<file path="src/rtl/fpl_pkg.sv">
package fpl_pkg;
    typedef enum logic [1:0] {
        ST_RUN      = 2'd0,
        ST_OV_LATCH = 2'd1,
        ST_UV_LATCH = 2'd2
    } fpl_state_e;
endpackage

</file>
<file path="src/rtl/fpl_sync.sv">
module fpl_sync #(
    parameter int W      = 4,
    parameter int STAGES = 2
) (
    input  logic         clk,
    input  logic         rst_n,
    input  logic [W-1:0] d,
    output logic [W-1:0] q
);
    logic [W-1:0] chain [STAGES];

    always_ff @(posedge clk or negedge rst_n) begin
        if (!rst_n) begin
            for (int i = 0; i < STAGES; i++) chain[i] <= '0;
        end else begin
            chain[0] <= d;
            for (int i = 1; i < STAGES; i++) chain[i] <= chain[i-1];
        end
    end

    assign q = chain[STAGES-1];
endmodule

</file>
<file path="src/rtl/fpl_uv_counter.sv">
module fpl_uv_counter #(
    parameter int TRIP_CNT = 8
) (
    input  logic clk,
    input  logic rst_n,
    input  logic run,
    input  logic strobe,
    input  logic ilim,
    input  logic uv,
    input  logic ss_act,
    output logic trip
);
    localparam int CW = $clog2(TRIP_CNT + 1);
    localparam logic [CW-1:0] LAST = CW'(TRIP_CNT - 1);

    logic [CW-1:0] cnt;
    logic          hit;

    assign hit  = ilim && uv && !ss_act;
    assign trip = run && strobe && hit && (cnt == LAST);

    always_ff @(posedge clk or negedge rst_n) begin
        if (!rst_n) begin
            cnt <= '0;
        end else if (!run) begin
            cnt <= '0;
        end else if (strobe) begin
            if (!hit)
                cnt <= '0;
            else if (cnt != CW'(TRIP_CNT))
                cnt <= cnt + 1'b1;
        end
    end
endmodule

</file>
<file path="src/rtl/fpl_gate_mux.sv">
module fpl_gate_mux (
    input  logic shdn_s,
    input  logic ov_lat,
    input  logic uv_lat,
    input  logic en_s,
    input  logic hs_req,
    input  logic ls_req,
    input  logic lsh,
    output logic hs,
    output logic ls
);
    always_comb begin
        if (!shdn_s) begin
            hs = 1'b0;
            ls = 1'b0;
        end else if (ov_lat) begin
            hs = 1'b0;
            ls = 1'b1;
        end else if (uv_lat || !en_s) begin
            hs = 1'b0;
            ls = lsh;
        end else begin
            hs = hs_req;
            ls = ls_req && !hs_req;
        end
    end
endmodule

</file>
<file path="src/rtl/fpl_fault_latch.sv">
module fpl_fault_latch
    import fpl_pkg::*;
#(
    parameter int NCH         = 2,
    parameter int TRIP_CNT    = 8,
    parameter int SYNC_STAGES = 2
) (
    input  logic           clk,
    input  logic           rst_n,
    input  logic           shdn_n,
    input  logic           supply_low,
    input  logic [NCH-1:0] en,
    input  logic [NCH-1:0] ss_act,
    input  logic           cyc_strobe,
    input  logic [NCH-1:0] ov,
    input  logic [NCH-1:0] uv,
    input  logic [NCH-1:0] lsh,
    input  logic [NCH-1:0] ilim,
    input  logic [NCH-1:0] hs_req,
    input  logic [NCH-1:0] ls_req,
    output logic [NCH-1:0] hs_drv,
    output logic [NCH-1:0] ls_drv,
    output logic           ov_latched,
    output logic           uv_latched
);
    localparam int SW = NCH + 2;

    logic [SW-1:0]  sync_in;
    logic [SW-1:0]  sync_out;
    logic           shdn_s;
    logic           sup_low_s;
    logic [NCH-1:0] en_s;
    logic           shdn_q;
    logic [NCH-1:0] en_q;
    logic           clr_evt;
    logic [NCH-1:0] trip;
    logic           run;

    fpl_state_e state, state_nx;

    assign sync_in = {supply_low, en, shdn_n};

    fpl_sync #(.W(SW), .STAGES(SYNC_STAGES)) u_sync (
        .clk  (clk),
        .rst_n(rst_n),
        .d    (sync_in),
        .q    (sync_out)
    );

    assign shdn_s    = sync_out[0];
    assign en_s      = sync_out[NCH:1];
    assign sup_low_s = sync_out[NCH+1];

    always_ff @(posedge clk or negedge rst_n) begin
        if (!rst_n) begin
            shdn_q <= 1'b0;
            en_q   <= '0;
        end else begin
            shdn_q <= shdn_s;
            en_q   <= en_s;
        end
    end

    assign clr_evt = (shdn_s && !shdn_q) || (|(en_q & ~en_s));
    assign run     = (state == ST_RUN) && !sup_low_s;

    for (genvar c = 0; c < NCH; c++) begin : g_ch
        fpl_uv_counter #(.TRIP_CNT(TRIP_CNT)) u_cnt (
            .clk   (clk),
            .rst_n (rst_n),
            .run   (run),
            .strobe(cyc_strobe),
            .ilim  (ilim[c]),
            .uv    (uv[c]),
            .ss_act(ss_act[c]),
            .trip  (trip[c])
        );

        fpl_gate_mux u_mux (
            .shdn_s(shdn_s),
            .ov_lat(ov_latched),
            .uv_lat(uv_latched),
            .en_s  (en_s[c]),
            .hs_req(hs_req[c]),
            .ls_req(ls_req[c]),
            .lsh   (lsh[c]),
            .hs    (hs_drv[c]),
            .ls    (ls_drv[c])
        );
    end

    // next-state logic
    always_comb begin
        state_nx = state;
        unique case (state)
            ST_RUN: begin
                if (sup_low_s || clr_evt) state_nx = ST_RUN;
                else if (|ov)             state_nx = ST_OV_LATCH;
                else if (|trip)           state_nx = ST_UV_LATCH;
            end
            ST_OV_LATCH: begin
                if (sup_low_s || clr_evt) state_nx = ST_RUN;
            end
            ST_UV_LATCH: begin
                if (sup_low_s || clr_evt) state_nx = ST_RUN;
                else if (|ov)             state_nx = ST_OV_LATCH;
            end
            default: state_nx = ST_RUN;
        endcase
    end

    // state register
    always_ff @(posedge clk or negedge rst_n) begin
        if (!rst_n) state <= ST_RUN;
        else        state <= state_nx;
    end

    // status outputs
    always_comb begin
        ov_latched = 1'b0;
        uv_latched = 1'b0;
        unique case (state)
            ST_OV_LATCH: ov_latched = 1'b1;
            ST_UV_LATCH: uv_latched = 1'b1;
            default: ;
        endcase
    end
endmodule

</file>
<file path="config.mk">
export PLATFORM = sky130hd
export DESIGN_NAME = fpl_fault_latch
export DESIGN_NICKNAME = d
export VERILOG_FILES = /design/src/rtl/fpl_pkg.sv /design/src/rtl/fpl_sync.sv /design/src/rtl/fpl_uv_counter.sv /design/src/rtl/fpl_gate_mux.sv /design/src/rtl/fpl_fault_latch.sv
export SDC_FILE = /design/constraint.sdc
export NUM_CORES = 1
export LEC_CHECK = 0
export ABC_CLOCK_PERIOD_IN_PS = 1300
export BUFFER_PORTS_ARGS = -buffer_cell sky130_fd_sc_hd__buf_2
export CAP_MARGIN = 10
export CORE_MARGIN = 2
export CORE_UTILIZATION = 48
export CTS_BUF_LIST = sky130_fd_sc_hd__clkbuf_4 sky130_fd_sc_hd__clkbuf_8
export CTS_CLUSTER_SIZE = 24
export DETAILED_ROUTE_END_ITERATION = 10
export MAX_ROUTING_LAYER = met4
export PLACE_DENSITY = 0.76
export SYNTH_ARGS = -nofsm -noshare
export SYNTH_HDL_FRONTEND = slang
export SYNTH_SLANG_ARGS = --single-unit
</file>
<file path="constraint.sdc">
create_clock -name clk -period 1.3 [get_ports clk]
set_input_delay 0.13 -clock clk [delete_from_list [all_inputs] [get_ports clk]]
set_output_delay 0.13 -clock clk [all_outputs]
set_load 0.1 [all_outputs]
</file>
==> reports/summary.txt, run 1 <==
row cnt - 16
clk buf depth - 2
area of the multi-input gates - 533 µm²
reg2reg path depth - 6
reg2reg start - state[0]
switch share - 29.2%
IO buf count - 26
design area - 0.00157 mm²
unrepaired setup endpoints after global routing - true
Vias/cell - 5.44
routed vias - 930
RePlAce Congestion - 0.825
setup slack after layout - -0.283 ns
# H-tree levels - 1
PwrDens - 824 mW/mm²
Total Routed Length - 2620 µm
Hold Crit Class - input pin to register
layout cells sized above 1 - 44.4%
Overflow after GRT - 0
final setup vio count - 15
drc violations - 0
initial antenna violation count - 0
CP Launch Type - register
Worst-Margin Slew - 0.453 ns
Worst Skew - 0.00766 ns
CP required - 1.17 ns
Int Power - 913 µW
Cells after Synth - 101
failing checks - setup timing
Die H - 50.9 µm
vias in the first global route - 980
Max Cap Viol - 0
DRT antenna net count - 0
I/O pin total - 27
Hold Startpoint - ov[1]
Hold Crit Depth - 3
setup TNS - -2.39 ns
post-DP HPWL - 1750 µm
final hold vios - 0
pre-CTS setup slack - -0.0300 ns
total CTS buffers - 3
leak pwr - 0.704 nW
first-pass GRT wire length - 4460 µm
Ys Warns - 0
CTS Sinks - 21
share of total power in the clock network - 24.1%
flop2flop setup slack - -0.18 ns
min cycle time layout - 1.58 ns
Core Util, Final - 77.4%
register area share after synthesis - 49.9%
Layout Nets - 170
All-Layer GR Usage - 24.5%
largest net degree at the start of global routing - 22
Antenna Cells - 0
initial core utilization - 52.1%
critical-path maximum fanout - 4
FF+latch area - 529 µm²
Max-slew headroom - 69.8%
FILL cells - 145
CTS tree - built
final worst-path cycle share - 122%
die span in x - 50.9 µm
crit end category - primary output
peak supply drop - 0.810 mV
status - complete, but fails checks
CORE AREA - 0.00202 mm²
Clk Latency, worst-skew pair - 0.31 ns
clk slew on worst S/H paths - 0.11 ns
total nets after synthesis - 126
Flop pwr share - 53.3%
Cell Area, Placed - 0.00136 mm²
Cell Area, Synth - 0.00105 mm²
fmax - 632 MHz
max-slew violations - 0
CP arrival - 1.45 ns
Starting DRT DRC Count - 4
Total Power - 1.29 mW
average cell area after synthesis - 10.4 µm²
Yosys reg bits - 21
Routed WL per cell - 15.3 µm
Switch Pwr - 377 µW
Crit Path Category - register to primary output
worst r2r dst - g_ch[1].u_cnt.cnt[1]
post-synth cell types - 28
die area - 0.00259 mm²
power share of the combinational group - 22.6%
Hold Path End - state[1]
number of detailed-route iterations in the first pass - 4
Syn-to-layout area delta - 48.6%
Root Driver - clkbuf_4
==> stage by stage <==
stage	cells	hold WS, ns
after floorplan	101	-0.166
after global placement	158	0.103
after detailed placement	158	0.107
after CTS	171	0.0556
after global routing	171	0.0772
final	171	0.0867
==> critical path, cell delays in order, from the launching register on <==
cell and delay (ns):
dfrtp_2 0.42, nand2b_4 0.16, clkinvlp_4 0.10, o21ai_2 0.07, a31oi_2 0.18, buf_12 0.20
==> sequential cells by signal (all words and copies together) (netlist names) <==
register        count
en_q                2
u_sync.chain        4
u_sync.q            4
state               2
g_ch.u_cnt.cnt      8
shdn_q              1
==> worst max-delay path by stage <==
stage                 from   endpoint  slack, ns  depth (start not counted)
3_5_place_dp   u_sync.q[1]   state[1]      -0.03                          3
3_3_place_gp      state[1]  hs_drv[0]       0.01                          4
6_report          state[0]  ls_drv[0]      -0.28                          5
5_1_grt           state[1]  ls_drv[1]      -0.36                          4
2_1_floorplan     state[0]  ls_drv[0]      -0.39                          5
4_1_cts           state[0]  ls_drv[0]      -0.30                          5
==> cell type report <==
| cell class | instances | area share, % |
|---|---|---|
| clock buffer | 3 | 1.44 |
| clock inverter | 1 | 0.320 |
| inverter | 14 | 3.76 |
| multi-input combinational | 61 | 34.1 |
| sequential | 21 | 33.8 |
| tap | 27 | 2.16 |
| timing repair buffer | 44 | 24.5 |
==> repair_timing <==
action	4_1_cts	5_1_grt
cloned	0	0
hold buffers	5	0
resized for setup	22	3
setup buffers	4	0
endpoints found under the setup margin	10	15
endpoints found under the hold margin	25	0
pin swaps	10	5
==> cells in the mapped netlist, drive strengths merged <==
cell,count,area [µm²]
and3,2,12.5
o21ai,3,15.0
buf,4,30.0
nor4,2,18.8
mux2i,2,20.0
nand2,7,26.3
o22ai,3,18.8
o211ai,3,22.5
nand4b,6,52.6
nor2,4,15.0
ha,4,50.1
a2111o,1,11.3
and3b,6,52.6
nor3,1,16.3
a221oi,1,8.76
dfrtp,21,526
nand3,1,5.00
or3,1,6.26
nand2b,3,18.8
a31oi,5,31.3
clkbuf,1,3.75
nand4,2,12.5
nor4bb,1,10.0
nor2b,2,12.5
a21oi,1,5.00
inv,14,52.6
==> kinds of logic after synthesis <==
kind of cell,Yosys count,share of synthesized area (%)
muxes,2,1.90
adders and majority gates,4,4.75
and+or+nand+nor,38,24.6
AOI/OAI and AO/OA,17,10.7
buffers and inverters,19,8.19
DFF,21,49.9
==> power by group through the flow <==
stage               Clock (mW)  Sequential (mW)  Combinational [mW]
floorplan                    0            0.700               0.136
global placement             0            0.698               0.235
detailed placement           0            0.700               0.240
CTS                      0.327            0.687               0.280
global route             0.351            0.691               0.310
finish                   0.310            0.688               0.291
==> layout by cell type, fill, tap and decap left out, drive strengths merged, types with 3 or more instances in the layout <==
cell type    instances
buf                 39
dfrtp               21
inv                 13
nand2                7
nand4b               6
and3b                6
dlygate4sd3          5
a31oi                5
ha                   4
nor2                 4
o22ai                3
o211ai               3
clkbuf               3
nand2b               3
o21ai                3
==> metal layers <==
layer / wire (µm) / part of all wire [%] / up-vias / track usage, %
li1: - / - / 443 / -
met1: 1010 / 38 / 442 / 26.1
met2: 1390 / 53 / 33 / 44.1
met3: 124 / 4.7 / 12 / 3.22
met4: 94 / 3.6 / 0 / 13.5
met5: 0 / 0 / - / -
Note: power is estimated with default switching activity, not from simulation.
==> run 2: changes to the inputs <==
CORE_ASPECT_RATIO = 1.5   (was unset)
CORE_MARGIN = unset   (was 2)
==> run 2 against run 1 <==
  * The flow still finishes with violations (setup timing)
  * Register-to-register slack got worse by 0.10 ns
  * First-iteration DRC count rose to 8.8 times the previous value
  * Power rose by 3.4%
  * Clock power rose by 7.1%
  * Non-clock buffer count rose by 7
  * Die area fell by 7.6%
  * Via count rose by 2.6%
  * Utilization rose by 0.82 points
  * Critical path depth did not move
  * Clock skew barely moved
==> reports/summary.txt, run 2 (synthesis gave the netlist of run 1 again) <==
status - complete, but fails checks
failing checks - setup timing
drc violations - 0
final worst-path cycle share - 128%
Total Routed Length - 2740 µm
share of total power in the clock network - 24.9%
final setup vio count - 15
Flop pwr share - 51.5%
Die H - 59.4 µm
CP Launch Type - register
Starting DRT DRC Count - 35
largest net degree at the start of global routing - 22
Crit. path cell count - 5
IO buf count - 26
routed vias - 954
initial antenna violation count - 0
PwrDens - 831 mW/mm²
DRT antenna net count - 0
final hold vios - 0
All-Layer GR Usage - 26.7%
Slowest Stage Delay on Critical Path - 0.42 ns
peak supply drop - 0.666 mV
fmax - 602 MHz
pre-CTS setup slack - -0.0754 ns
Max-slew headroom - 69.9%
initial core utilization - 51.3%
clk buf depth - 2
Syn-to-layout area delta - 52.4%
Overflow after GRT - 0
total CTS buffers - 3
Max Cap Viol - 0
Layout Nets - 177
RePlAce Congestion - 0.717
clk slew on worst S/H paths - 0.13 ns
CTS Sinks - 21
CTS tree - built
Worst Skew - 0.00737 ns
CP arrival - 1.53 ns
CORE AREA - 0.00205 mm²
max FFs per register - 8
commonest non-fill, non-tap cell in the layout - buf_2
unrepaired setup endpoints after global routing - true
number of detailed-route iterations in the first pass - 4
# H-tree levels - 1
Crit Path Category - register to primary output
first-pass GRT wire length - 4050 µm
power share of the combinational group - 23.6%
setup slack after layout - -0.362 ns
Int Power - 932 µW
vias in the first global route - 954
Antenna Cells - 0
CP max stage cell - dfrtp_2
CP required - 1.17 ns
FILL cells - 119
Biggest register - g_ch.u_cnt.cnt
Clk Latency, worst-skew pair - 0.32 ns
min cycle time layout - 1.66 ns
most frequent cells in the layout - 20 x buf_2, 19 x dfrtp_1, 15 x buf_4
layout cells sized above 1 - 45.7%
area of the multi-input gates - 522 µm²
Switch Pwr - 401 µW
die area - 0.00239 mm²
FF+latch area - 528 µm²
switch share - 30.1%
Routed WL per cell - 15.8 µm
Worst-Margin Slew - 0.451 ns
Largest delay share family, worst path - flip-flops
max-slew violations - 0
die span in x - 40.3 µm
crit end category - primary output
crit-path cells - nand2b_4, clkinvlp_4, o21ai_2, a31oi_2, buf_12
post-DP HPWL - 1690 µm
critical-path maximum fanout - 4
Hold Crit Class - input pin to register
setup TNS - -3.82 ns
Vias/cell - 5.51
Root Driver - clkbuf_4
buffers and inverters on the worst path - 2
row cnt - 20
reg2reg path depth - 7
Hold Crit Depth - 3
leak pwr - 0.731 nW
I/O pin total - 27
-- run 2: per-layer routing --
layer / up-vias / share of wire, % / track usage (%)
li1: 456 / - / -
met1: 461 / 39 / 27.5
met2: 31 / 55 / 46.5
met3: 6 / 3.3 / 3.76
met4: 0 / 2.6 / 13.3
met5: - / 0 / -
-- run 2: final cells by class --
| type | instances | area share (%) |
|---|---|---|
| Tap cell | 22 | 1.71 |
| Sequential cell | 21 | 32.9 |
| Clock buffer | 3 | 1.40 |
| Timing Repair Buffer | 51 | 27.4 |
| Multi-Input combinational cell | 61 | 32.5 |
| Clock inverter | 1 | 0.468 |
| Inverter | 14 | 3.66 |
-- run 2: through the flow --
stage | cells | power [mW] | util (%) | hold slack (ns) | instance area [µm²]
global route | 173 | 1.38 | 78.2 | 0.0872 | 1610
global placement | 155 | 0.938 | 66.5 | 0.0965 | 1360
detailed placement | 155 | 0.945 | 66.5 | 0.0991 | 1360
CTS | 171 | 1.31 | 75.7 | 0.0903 | 1550
floorplan | 101 | 0.836 | - | -0.166 | 1070
finish | 173 | 1.33 | 78.2 | 0.0859 | 1610
-- run 2: final timing paths --
path | startpoint | slack [ns] | endpoint
hold reg to reg | u_sync.chain[4] | 0.36 | u_sync.q[0]
setup / recovery | state[0] | -0.36 | ls_drv[1]
setup reg to reg | state[0] | -0.28 | g_ch[1].u_cnt.cnt[1]
hold / removal | ov[1] | 0.09 | state[1]
max in group asynchronous | rst_n | 0.68 | state[1]
min in group asynchronous | rst_n | 0.28 | g_ch[0].u_cnt.cnt[3]
-- run 2: repair_timing --
action,4_1_cts,5_1_grt
resized for setup,14,7
endpoints found under the hold margin,25,0
pin swaps,11,5
setup buffers,7,3
setup endpoints to repair,12,15
hold buffers,5,0
-- run 2: power groups by stage --
stage	clock (mW)	sequential (mW)	combinational (mW)
2_1_floorplan	0	0.700	0.136
3_3_place_gp	0	0.698	0.240
3_5_place_dp	0	0.700	0.245
4_1_cts	0.331	0.686	0.291
5_1_grt	0.354	0.689	0.333
6_report	0.332	0.686	0.315
-- run 2: tightest hold or removal path: stages --
cell    delay, ns
buf_2        0.08
or3_4        0.13
nor4_2       0.04
